File: src/rtl/pu_dispatch_pkg.sv
package pu_dispatch_pkg;

    localparam int DEF_UNITS = 10;
    localparam int DEF_PKG_W = 16;
    localparam int DEF_TOK_W = 16;

    // Flags describing the beat selected by the result merger.
    typedef struct packed {
        logic last;
        logic empty;
    } beat_tag_t;

    // Width of an index over n items (at least one bit).
    function automatic int idx_width(input int n);
        return (n > 1) ? $clog2(n) : 1;
    endfunction

endpackage

File: src/rtl/pu_rr_pick.sv
module pu_rr_pick #(
    parameter int N_REQ = 10,
    parameter int IDX_W = 4
) (
    input  logic [N_REQ-1:0] req_i,
    input  logic [IDX_W-1:0] ptr_i,
    output logic [IDX_W-1:0] grant_o,
    output logic             found_o
);

    localparam int SUM_W = IDX_W + 1;

    // Scan from ptr_i upward with wrap; the nearest request wins.
    always_comb begin
        logic [SUM_W-1:0] idx;
        found_o = 1'b0;
        grant_o = '0;
        idx     = '0;
        for (int k = N_REQ - 1; k >= 0; k--) begin
            idx = {1'b0, ptr_i} + SUM_W'(k);
            if (idx >= SUM_W'(N_REQ)) begin
                idx = idx - SUM_W'(N_REQ);
            end
            if (req_i[idx[IDX_W-1:0]]) begin
                found_o = 1'b1;
                grant_o = idx[IDX_W-1:0];
            end
        end
    end

endmodule

File: src/rtl/pu_unit_track.sv
module pu_unit_track #(
    parameter int N_UNITS = 10,
    parameter int IDX_W   = 4
) (
    input  logic               clk,
    input  logic               rst,
    input  logic               pkg_valid_i,
    input  logic [N_UNITS-1:0] unit_ready_i,
    input  logic [N_UNITS-1:0] done_i,
    output logic [N_UNITS-1:0] unit_valid_o,
    output logic               pkg_ready_o,
    output logic [N_UNITS-1:0] busy_o
);

    localparam logic [N_UNITS-1:0] ONE = N_UNITS'(1);
    localparam logic [IDX_W-1:0]   TOP = IDX_W'(N_UNITS - 1);

    logic [N_UNITS-1:0] busy_q;
    logic [IDX_W-1:0]   ptr_q;
    logic [IDX_W-1:0]   sel;
    logic               found;
    logic               fire;

    pu_rr_pick #(.N_REQ(N_UNITS), .IDX_W(IDX_W)) u_free_pick (
        .req_i   (~busy_q),
        .ptr_i   (ptr_q),
        .grant_o (sel),
        .found_o (found)
    );

    always_comb begin
        pkg_ready_o  = found & unit_ready_i[sel];
        unit_valid_o = (pkg_valid_i && found) ? (ONE << sel) : '0;
        fire         = pkg_valid_i & pkg_ready_o;
    end

    // A retiring unit keeps its busy bit through the retiring cycle.
    always_ff @(posedge clk) begin
        if (rst) begin
            busy_q <= '0;
            ptr_q  <= '0;
        end else begin
            busy_q <= (busy_q & ~done_i) | (fire ? (ONE << sel) : '0);
            if (fire) begin
                ptr_q <= (sel == TOP) ? '0 : sel + IDX_W'(1);
            end
        end
    end

    assign busy_o = busy_q;

endmodule

File: src/rtl/pu_result_merge.sv
module pu_result_merge
    import pu_dispatch_pkg::*;
#(
    parameter int N_UNITS = 10,
    parameter int TOK_W   = 16,
    parameter int IDX_W   = 4
) (
    input  logic                       clk,
    input  logic                       rst,
    input  logic [N_UNITS-1:0]         busy_i,
    input  logic [N_UNITS-1:0]         res_valid_i,
    input  logic [N_UNITS-1:0]         res_last_i,
    input  logic [N_UNITS-1:0]         res_void_i,
    input  logic [N_UNITS*TOK_W-1:0]   res_data_i,
    input  logic                       tok_ready_i,
    output logic [N_UNITS-1:0]         res_ready_o,
    output logic                       tok_valid_o,
    output logic [TOK_W-1:0]           tok_data_o,
    output logic [N_UNITS-1:0]         done_o
);

    localparam logic [N_UNITS-1:0] ONE = N_UNITS'(1);
    localparam logic [IDX_W-1:0]   TOP = IDX_W'(N_UNITS - 1);

    logic [IDX_W-1:0] ptr_q;
    logic [IDX_W-1:0] gnt;
    logic             found;
    logic             take;
    beat_tag_t        tag;

    pu_rr_pick #(.N_REQ(N_UNITS), .IDX_W(IDX_W)) u_res_pick (
        .req_i   (res_valid_i & busy_i),
        .ptr_i   (ptr_q),
        .grant_o (gnt),
        .found_o (found)
    );

    always_comb begin
        tag.last    = res_last_i[gnt];
        tag.empty   = res_void_i[gnt];
        tok_data_o  = res_data_i[int'(gnt)*TOK_W +: TOK_W];
        tok_valid_o = found & ~tag.empty;
        take        = found & (tag.empty | tok_ready_i);
        res_ready_o = take ? (ONE << gnt) : '0;
        done_o      = (take && tag.last) ? (ONE << gnt) : '0;
    end

    always_ff @(posedge clk) begin
        if (rst) begin
            ptr_q <= '0;
        end else if (take) begin
            ptr_q <= (gnt == TOP) ? '0 : gnt + IDX_W'(1);
        end
    end

endmodule

File: src/rtl/pu_dispatch.sv
module pu_dispatch
    import pu_dispatch_pkg::*;
#(
    parameter int N_UNITS = DEF_UNITS,
    parameter int PKG_W   = DEF_PKG_W,
    parameter int TOK_W   = DEF_TOK_W
) (
    input  logic                       clk,
    input  logic                       rst,
    input  logic                       pkg_valid_i,
    output logic                       pkg_ready_o,
    input  logic [PKG_W-1:0]           pkg_data_i,
    output logic [N_UNITS-1:0]         unit_valid_o,
    input  logic [N_UNITS-1:0]         unit_ready_i,
    output logic [N_UNITS*PKG_W-1:0]   unit_pkg_o,
    input  logic [N_UNITS-1:0]         res_valid_i,
    output logic [N_UNITS-1:0]         res_ready_o,
    input  logic [N_UNITS-1:0]         res_last_i,
    input  logic [N_UNITS-1:0]         res_void_i,
    input  logic [N_UNITS*TOK_W-1:0]   res_data_i,
    output logic                       tok_valid_o,
    input  logic                       tok_ready_i,
    output logic [TOK_W-1:0]           tok_data_o
);

    localparam int IDX_W = idx_width(N_UNITS);

    logic [N_UNITS-1:0] busy_w;
    logic [N_UNITS-1:0] done_w;

    for (genvar u = 0; u < N_UNITS; u++) begin : g_fan
        assign unit_pkg_o[u*PKG_W +: PKG_W] = pkg_data_i;
    end

    pu_unit_track #(.N_UNITS(N_UNITS), .IDX_W(IDX_W)) u_track (
        .clk          (clk),
        .rst          (rst),
        .pkg_valid_i  (pkg_valid_i),
        .unit_ready_i (unit_ready_i),
        .done_i       (done_w),
        .unit_valid_o (unit_valid_o),
        .pkg_ready_o  (pkg_ready_o),
        .busy_o       (busy_w)
    );

    pu_result_merge #(.N_UNITS(N_UNITS), .TOK_W(TOK_W), .IDX_W(IDX_W)) u_merge (
        .clk         (clk),
        .rst         (rst),
        .busy_i      (busy_w),
        .res_valid_i (res_valid_i),
        .res_last_i  (res_last_i),
        .res_void_i  (res_void_i),
        .res_data_i  (res_data_i),
        .tok_ready_i (tok_ready_i),
        .res_ready_o (res_ready_o),
        .tok_valid_o (tok_valid_o),
        .tok_data_o  (tok_data_o),
        .done_o      (done_w)
    );

endmodule

File: config.mk
export PLATFORM = sky130hd
export DESIGN_NAME = pu_dispatch
export DESIGN_NICKNAME = d
export VERILOG_FILES = /design/src/rtl/pu_dispatch_pkg.sv /design/src/rtl/pu_rr_pick.sv /design/src/rtl/pu_unit_track.sv /design/src/rtl/pu_result_merge.sv /design/src/rtl/pu_dispatch.sv
export SDC_FILE = /design/constraint.sdc
export NUM_CORES = 1
export LEC_CHECK = 0
export ABC_AREA = 1
export CAP_MARGIN = 15
export CORE_AREA = 2 2 162 164
export CTS_CLUSTER_DIAMETER = 100
export DETAILED_ROUTE_END_ITERATION = 8
export DIE_AREA = 0 0 164 166
export DONT_BUFFER_PORTS = 1
export PLACE_DENSITY = 0.54
export SETUP_SLACK_MARGIN = 0.3
export SLEW_MARGIN = 20
export SYNTH_ARGS = -nofsm -noshare
export SYNTH_HDL_FRONTEND = slang
export SYNTH_SLANG_ARGS = --single-unit
export TNS_END_PERCENT = 10
File: constraint.sdc
create_clock -name clk -period 6.3 [get_ports clk]
set_clock_uncertainty 0.1 [all_clocks]
set_input_delay 1.26 -clock clk [delete_from_list [all_inputs] [get_ports clk]]
set_output_delay 1.26 -clock clk [all_outputs]
set_load 0.05 [all_outputs]
# Yosys cells after proc, flatten, opt, wreduce, memory -nomap -nowiden
# Index checks and enable logic that the tools add are counted.
[classes]
n_addsub = 40
n_mul = 0
div_mod_pow = 0
order_cmp = 42
n_eq_ne = 2
shift = 3
muxes = 112
bitwise_logic = 11
reduce_logical = 2
[op_table]
columns = ["op", "count"]
rows = [
  ["2-to-1 mux 4 bit", 42],
  ["variable part select 160 x 9 -> 16 bit", 1],
  ["< comparator 4 x 5 -> 1 bit, second input constant", 22],
  ["binary-select mux 1 bit (select 4 bit)", 23],
  ["greater-or-equal comparator 5 x 4 -> 1 bit, second input constant", 18],
  ["subtractor 4 bit, second input constant", 20],
  ["2-to-1 mux 1 bit", 43],
  ["adder 4 x 3 -> 5 bit, second input constant", 8],
  ["2-to-1 mux 10 bit", 4],
  ["adder 4 x 2 -> 5 bit, second input constant", 4],
  ["adder 4 x 4 -> 5 bit, second input constant", 4],
  ["AND 10 bit", 2],
  ["NOT 10 bit", 2],
  ["<< shifter 1 x 4 -> 10 bit, first input constant", 2],
  ["adder 4 x 1 -> 5 bit, second input constant", 2],
  ["OR 10 bit", 1],
  ["adder 4 x 1 -> 4 bit, second input constant", 2],
  ["== test 4 bit, second input constant", 2],
  ["greater-or-equal comparator 4 bit, second input constant", 2],
  ["AND 1 bit", 4],
  ["logical AND 1 bit", 2],
  ["NOT 1 bit", 1],
  ["OR 1 bit", 1],
]
[totals]
reg_bits = 18
latchBits = 0
ramBits = 0
romBits = 0
input_bits = 220
output_inout_bits = 198
n_memories = 0

# Depth between registers and ports, before layout
[logic_depth]
ltp_word = 24
mapped_depth = 37

# By module
# Synthesis repeated with hierarchy kept, for this count alone.
[unflattened]
hier_cells = 1483
area_unflattened_um2 = 8673.3
[modules_own_cells]
columns = ["mod", "instances", "cells_per_inst", "area_each_um2", "seq_area_each_um2"]
rows = [
  ["pu_rr_pick (u_merge.u_res_pick)", 1, 430, 2338.5, 0.0],
  ["pu_rr_pick (u_track.u_free_pick)", 1, 411, 2198.4, 0.0],
  ["pu_result_merge", 1, 326, 1899.3, 80.1],
  ["pu_dispatch", 1, 160, 1201.2, 0.0],
  ["pu_unit_track", 1, 156, 1036.0, 280.3],
]

# Least setup slack after synthesis
# Ideal clock, no wire load.
[synth_timing]
kind = "register to output"
start = "register u_merge.ptr_q[1]"
end = "output port res_ready_o[3]"
t_arrival_ps = 5035
path_slack_ps = -95
stages_incl_launch_ff = 27
path_cell_list = "dfxtp_1 > buf_2 > inv_1 > ha_1 > clkbuf_1 > clkinv_1 > ha_1 > nand2_1 > nand2_1 > nand2_1 > nand2_1 > nand2_1 > nand2_1 > o211ai_1 > nand2_1 > nand2_1 > inv_2 > nor2_1 > nand2_1 > o21ai_2 > nand2_4 > buf_6 > nor2_2 > buf_2 > ha_1 > inv_1 > nor3_1"
[synth_via]
elab_chain_cells = 20
[synth_rtl]
columns = ["item", "line_no", "text"]
rows = [
  ["start, declared", "pu_result_merge.sv:25", "logic [IDX_W-1:0] ptr_q;"],
  ["start signal, assigned", "pu_result_merge.sv:52", "ptr_q <= (gnt == TOP) ? '0 : gnt + IDX_W'(1);"],
  ["adder 4 x 4 -> 5 bit", "pu_rr_pick.sv:20", "idx = {1'b0, ptr_i} + SUM_W'(k);"],
  ["subtractor 4 bit / greater-or-equal comparator 5 x 4 -> 1 bit (equally long branches)", "pu_rr_pick.sv:22, pu_rr_pick.sv:21", ""],
  ["2-to-1 mux 4 bit", "pu_rr_pick.sv:21", "if (idx >= SUM_W'(N_REQ)) begin"],
  ["binary-select mux 1 bit (select 4 bit)", "pu_rr_pick.sv:24", "if (req_i[idx[IDX_W-1:0]]) begin"],
  ["2-to-1 mux 1 bit (implied by the code)", "pu_rr_pick.sv:24", ""],
  ["2-to-1 mux 4 bit (10 in series)", "pu_rr_pick.sv:24", ""],
  ["binary-select mux 1 bit (select 4 bit)", "pu_result_merge.sv:40", "tag.empty = res_void_i[gnt];"],
  ["2-to-1 mux 1 bit (implied by the code)", "pu_result_merge.sv:40", ""],
  ["OR 1 bit", "pu_result_merge.sv:43", "take = found & (tag.empty | tok_ready_i);"],
  ["AND 1 bit", "pu_result_merge.sv:43", ""],
  ["2-to-1 mux 10 bit (*)", "pu_result_merge.sv:44", "res_ready_o = take ? (ONE << gnt) : '0;"],
  ["end, declared", "pu_dispatch.sv:17", "output logic [N_UNITS-1:0] res_ready_o,"],
]
# Every way passes the cells marked *; elsewhere a longest branch is shown, timed or not. The select of a mux whose other input is x is not followed.

# Worst setup path in the final report
[layout_timing]
start = "register u_merge.ptr_q[1]"
end = "output port tok_data_o[8]"
[layout_via]
elab_chain_cells = 16
[layout_rtl]
columns = ["item", "line_no", "text"]
rows = [
  ["adder 4 x 4 -> 5 bit", "pu_rr_pick.sv:20", ""],
  ["subtractor 4 bit / greater-or-equal comparator 5 x 4 -> 1 bit (equally long branches)", "pu_rr_pick.sv:22, pu_rr_pick.sv:21", ""],
  ["2-to-1 mux 4 bit", "pu_rr_pick.sv:21", ""],
  ["binary-select mux 1 bit (select 4 bit)", "pu_rr_pick.sv:24", ""],
  ["2-to-1 mux 1 bit (implied by the code)", "pu_rr_pick.sv:24", ""],
  ["2-to-1 mux 4 bit (9 in series)", "pu_rr_pick.sv:24", ""],
  ["2-to-1 mux 4 bit (*)", "pu_rr_pick.sv:24", ""],
  ["variable part select 160 x 9 -> 16 bit (*)", "pu_result_merge.sv:41", "tok_data_o = res_data_i[int'(gnt)*TOK_W +: TOK_W];"],
  ["end, declared", "pu_dispatch.sv:23", "output logic [TOK_W-1:0] tok_data_o"],
]
# Marks and branches as above.

==> impl_metrics.json <==
{
  "status": "finished, final reports clean",
  "path_common_cell": "nand2_1",
  "yosys.area.top_type": "nand2_1",
  "avgSynthCellArea_um2": 5.66,
  "period_share": 0.908,
  "setup_ws_ns": 0.577,
  "start_kind": "register",
  "core_um2": 25600,
  "hold_viol": 0,
  "synthToLayoutAreaGrowth_pct": 6.39,
  "netlist_instances": 1428,
  "io_pins": 418,
  "vias_per_cell": 5.27,
  "synth_edf_count": 0,
  "drive_gt1_frac": 0.190,
  "fin_cells": 1674,
  "cts_tree": "done",
  "synth.most_common_cell": "nand2_1",
  "setup_violations": 0,
  "arrival_ns": 4.36,
  "syn-num-nets": 1699,
  "finish.utilization": 0.336,
  "relSlewSlack": 0.407,
  "cts_root_buf": "clkbuf_16",
  "min_from": "u_track.busy_o[9]",
  "grt_start_max_net_pins": 33,
  "dieArea_um2": 27200,
  "ys_types": 53,
  "gp_congestion": 0.962,
  "cts.sinks": 18,
  "avgRoutedWirePerCell_um": 18.0,
  "pre_cts_slack_ns": 0.447,
  "antenna_found_initial": 0,
  "dp_cells": 1632,
  "die-height_um": 166,
  "drt_first_pass_iters": 6,
  "cp-startpoint": "u_merge.ptr_q[1]",
  "wl_mm": 30.1,
  "critPathCaptureType": "output port",
  "drc": 0,
  "synth_common_cells": "nand2_1 (441), buf_4 (167), inv_1 (145)",
  "drv_slew": 0,
  "critPathRequiredTime_ns": 4.94,
  "via_count": 8825,
  "synthArstFlopShare": 0,
  "port_buffers": 0,
  "grt_pass1_wl_mm": 43.8,
  "grt_pass1_vias": 8126,
  "ys_seq_elements": 18,
  "diodes": 0,
  "critical_path.max_stage_delay_ns": 0.37,
  "insertion_delay_ns": 0.26,
  "worstPathMaxFanout": 12,
  "synth_area_um2": 8090,
  "ant_nets": 0,
  "hold_buffers": 0,
  "maxCapViolCount": 0,
  "rows": 59,
  "path_class": "reg2out",
  "hold_class": "reg2reg",
  "dp_hpwl_mm": 24.7,
  "slowest_stage": "dfxtp_4",
  "worstMarginPinSlew_ns": 0.880,
  "synthTopCellsByArea": "nand2_1 (20%), buf_4 (16%), ha_1 (7.6%), a22oi_1 (7.4%), inv_1 (6.7%)",
  "synth_seq_area_share": 0.0446,
  "initial_utilization": 0.316,
  "rsz0062_at_grt": "yes",
  "htree_levels": 1,
  "drt_iter0_markers": 546,
  "cts_buffers": 3,
  "period_minus_slack_ns": 5.72,
  "clock_path_buffers": 2,
  "grt_util_all_layers": 0.203,
  "nNetsFinal": 1611,
  "timing.rr.start": "u_track.ptr_q[1]",
  "synth_flop_cell": "dfxtp_1",
  "die_w_um": 164,
  "synth_warnings": 0,
  "hold_slack_ns": 0.393,
  "cts.clk_slew.worst_paths_ns": 0.06,
  "globalRoute.totalOverflow": 0,
  "netlist.area_leader.share": 0.205,
  "fmax_mhz": 175
}
[cell usage in the layout (no fill, tap or decap), types with 5 or more instances in the layout]
cell type  synthesis  routed
a21oi_1           53      51
a21oi_2            3       5
a22oi_1           80      72
a22oi_2            0       8
buf_12             0      20
buf_4            167      77
buf_6              7       5
dfxtp_1           18      16
ha_1              49      42
inv_1            145     141
inv_2             15      14
inv_4              3       5
nand2_1          441     430
nand2_2           23      33
nand3_1          108     102
nand3_2            1       7
nand3b_1           9       9
nand4_1           26      26
nor2_1            66      63
nor2_2             8       9
nor2_4             3       5
nor3_1            13       6
nor3_2             1       8
o211ai_1          12      12
o21ai_0           60      58
o21ai_1           26      23
o21ai_2            2       6
xnor2_1            7       5
xor2_1            17      11
xor2_2             4       9
[repair_timing]
item / 4_1_cts / 5_1_grt
buffers inserted: 0 / 36
endpoints found under the setup margin: 16 / 33
pin swaps: 0 / 15
endpoints found under the hold margin: 0 / 0
gates cloned: 0 / 2
resized for setup: 6 / 86
[worst paths after layout]
path | end | slack, ns | cells after the start
setup / recovery | tok_data_o[8] | 0.58 | 32
hold / removal | u_track.busy_o[9] | 0.39 | 2
setup reg to reg | u_track.ptr_q[2] | 1.98 | 29
hold reg to reg | u_track.busy_o[9] | 0.39 | 2
[metal layers]
layer,share of wire,vias to the layer above,GRT usage
li1,-,4336,-
met1,0.37,4020,0.221
met2,0.53,411,0.396
met3,0.056,58,0.0182
met4,0.040,0,0.0770
met5,0,-,0
[flip-flops by register name, indices dropped and copies added (netlist names)]
name / flops
u_track.ptr_q: 4
u_merge.ptr_q: 4
u_track.busy_o: 10
[kinds of logic after synthesis]
group	count (synthesis)	synth area share
muxes	3	0.00402
buffers and inverters	363	0.256
adders and majority gates	51	0.0808
and+or+nand+nor	717	0.388
DFF	18	0.0446
xor gates and xnor gates	29	0.0360
AOI/OAI and AO/OA	247	0.191
[area by class of cell]
cell class	instances	area, um2
Timing Repair Buffer	105	1070
Inverter	164	642
Multi-Input combinational cell	1048	6020
Tap cell	335	419
Fill cell	2850	17000
Clock buffer	4	88.8
Sequential cell	18	365
[through the flow]
stage | TNS (ns) | area [um2]
final | 0 | 8600
after CTS | 0 | 7930
after floorplan | -0.183 | 8090
after detailed placement | 0 | 7810
after global routing | 0 | 8600
after global placement | 0 | 7810
[worst max-delay path, delay by kind of cell, from the launching register on]
family	cells	cell delay [ns]
and+or+nand+nor	20	1.61
buffers and inverters	7	1.00
adders and majority gates	2	0.53
DFF	1	0.37
AOI/OAI and AO/OA	2	0.36
xor gates and xnor gates	1	0.20
Power is not shown: default switching activity piles up to over one toggle a cycle in this logic, so the estimate is an artifact.
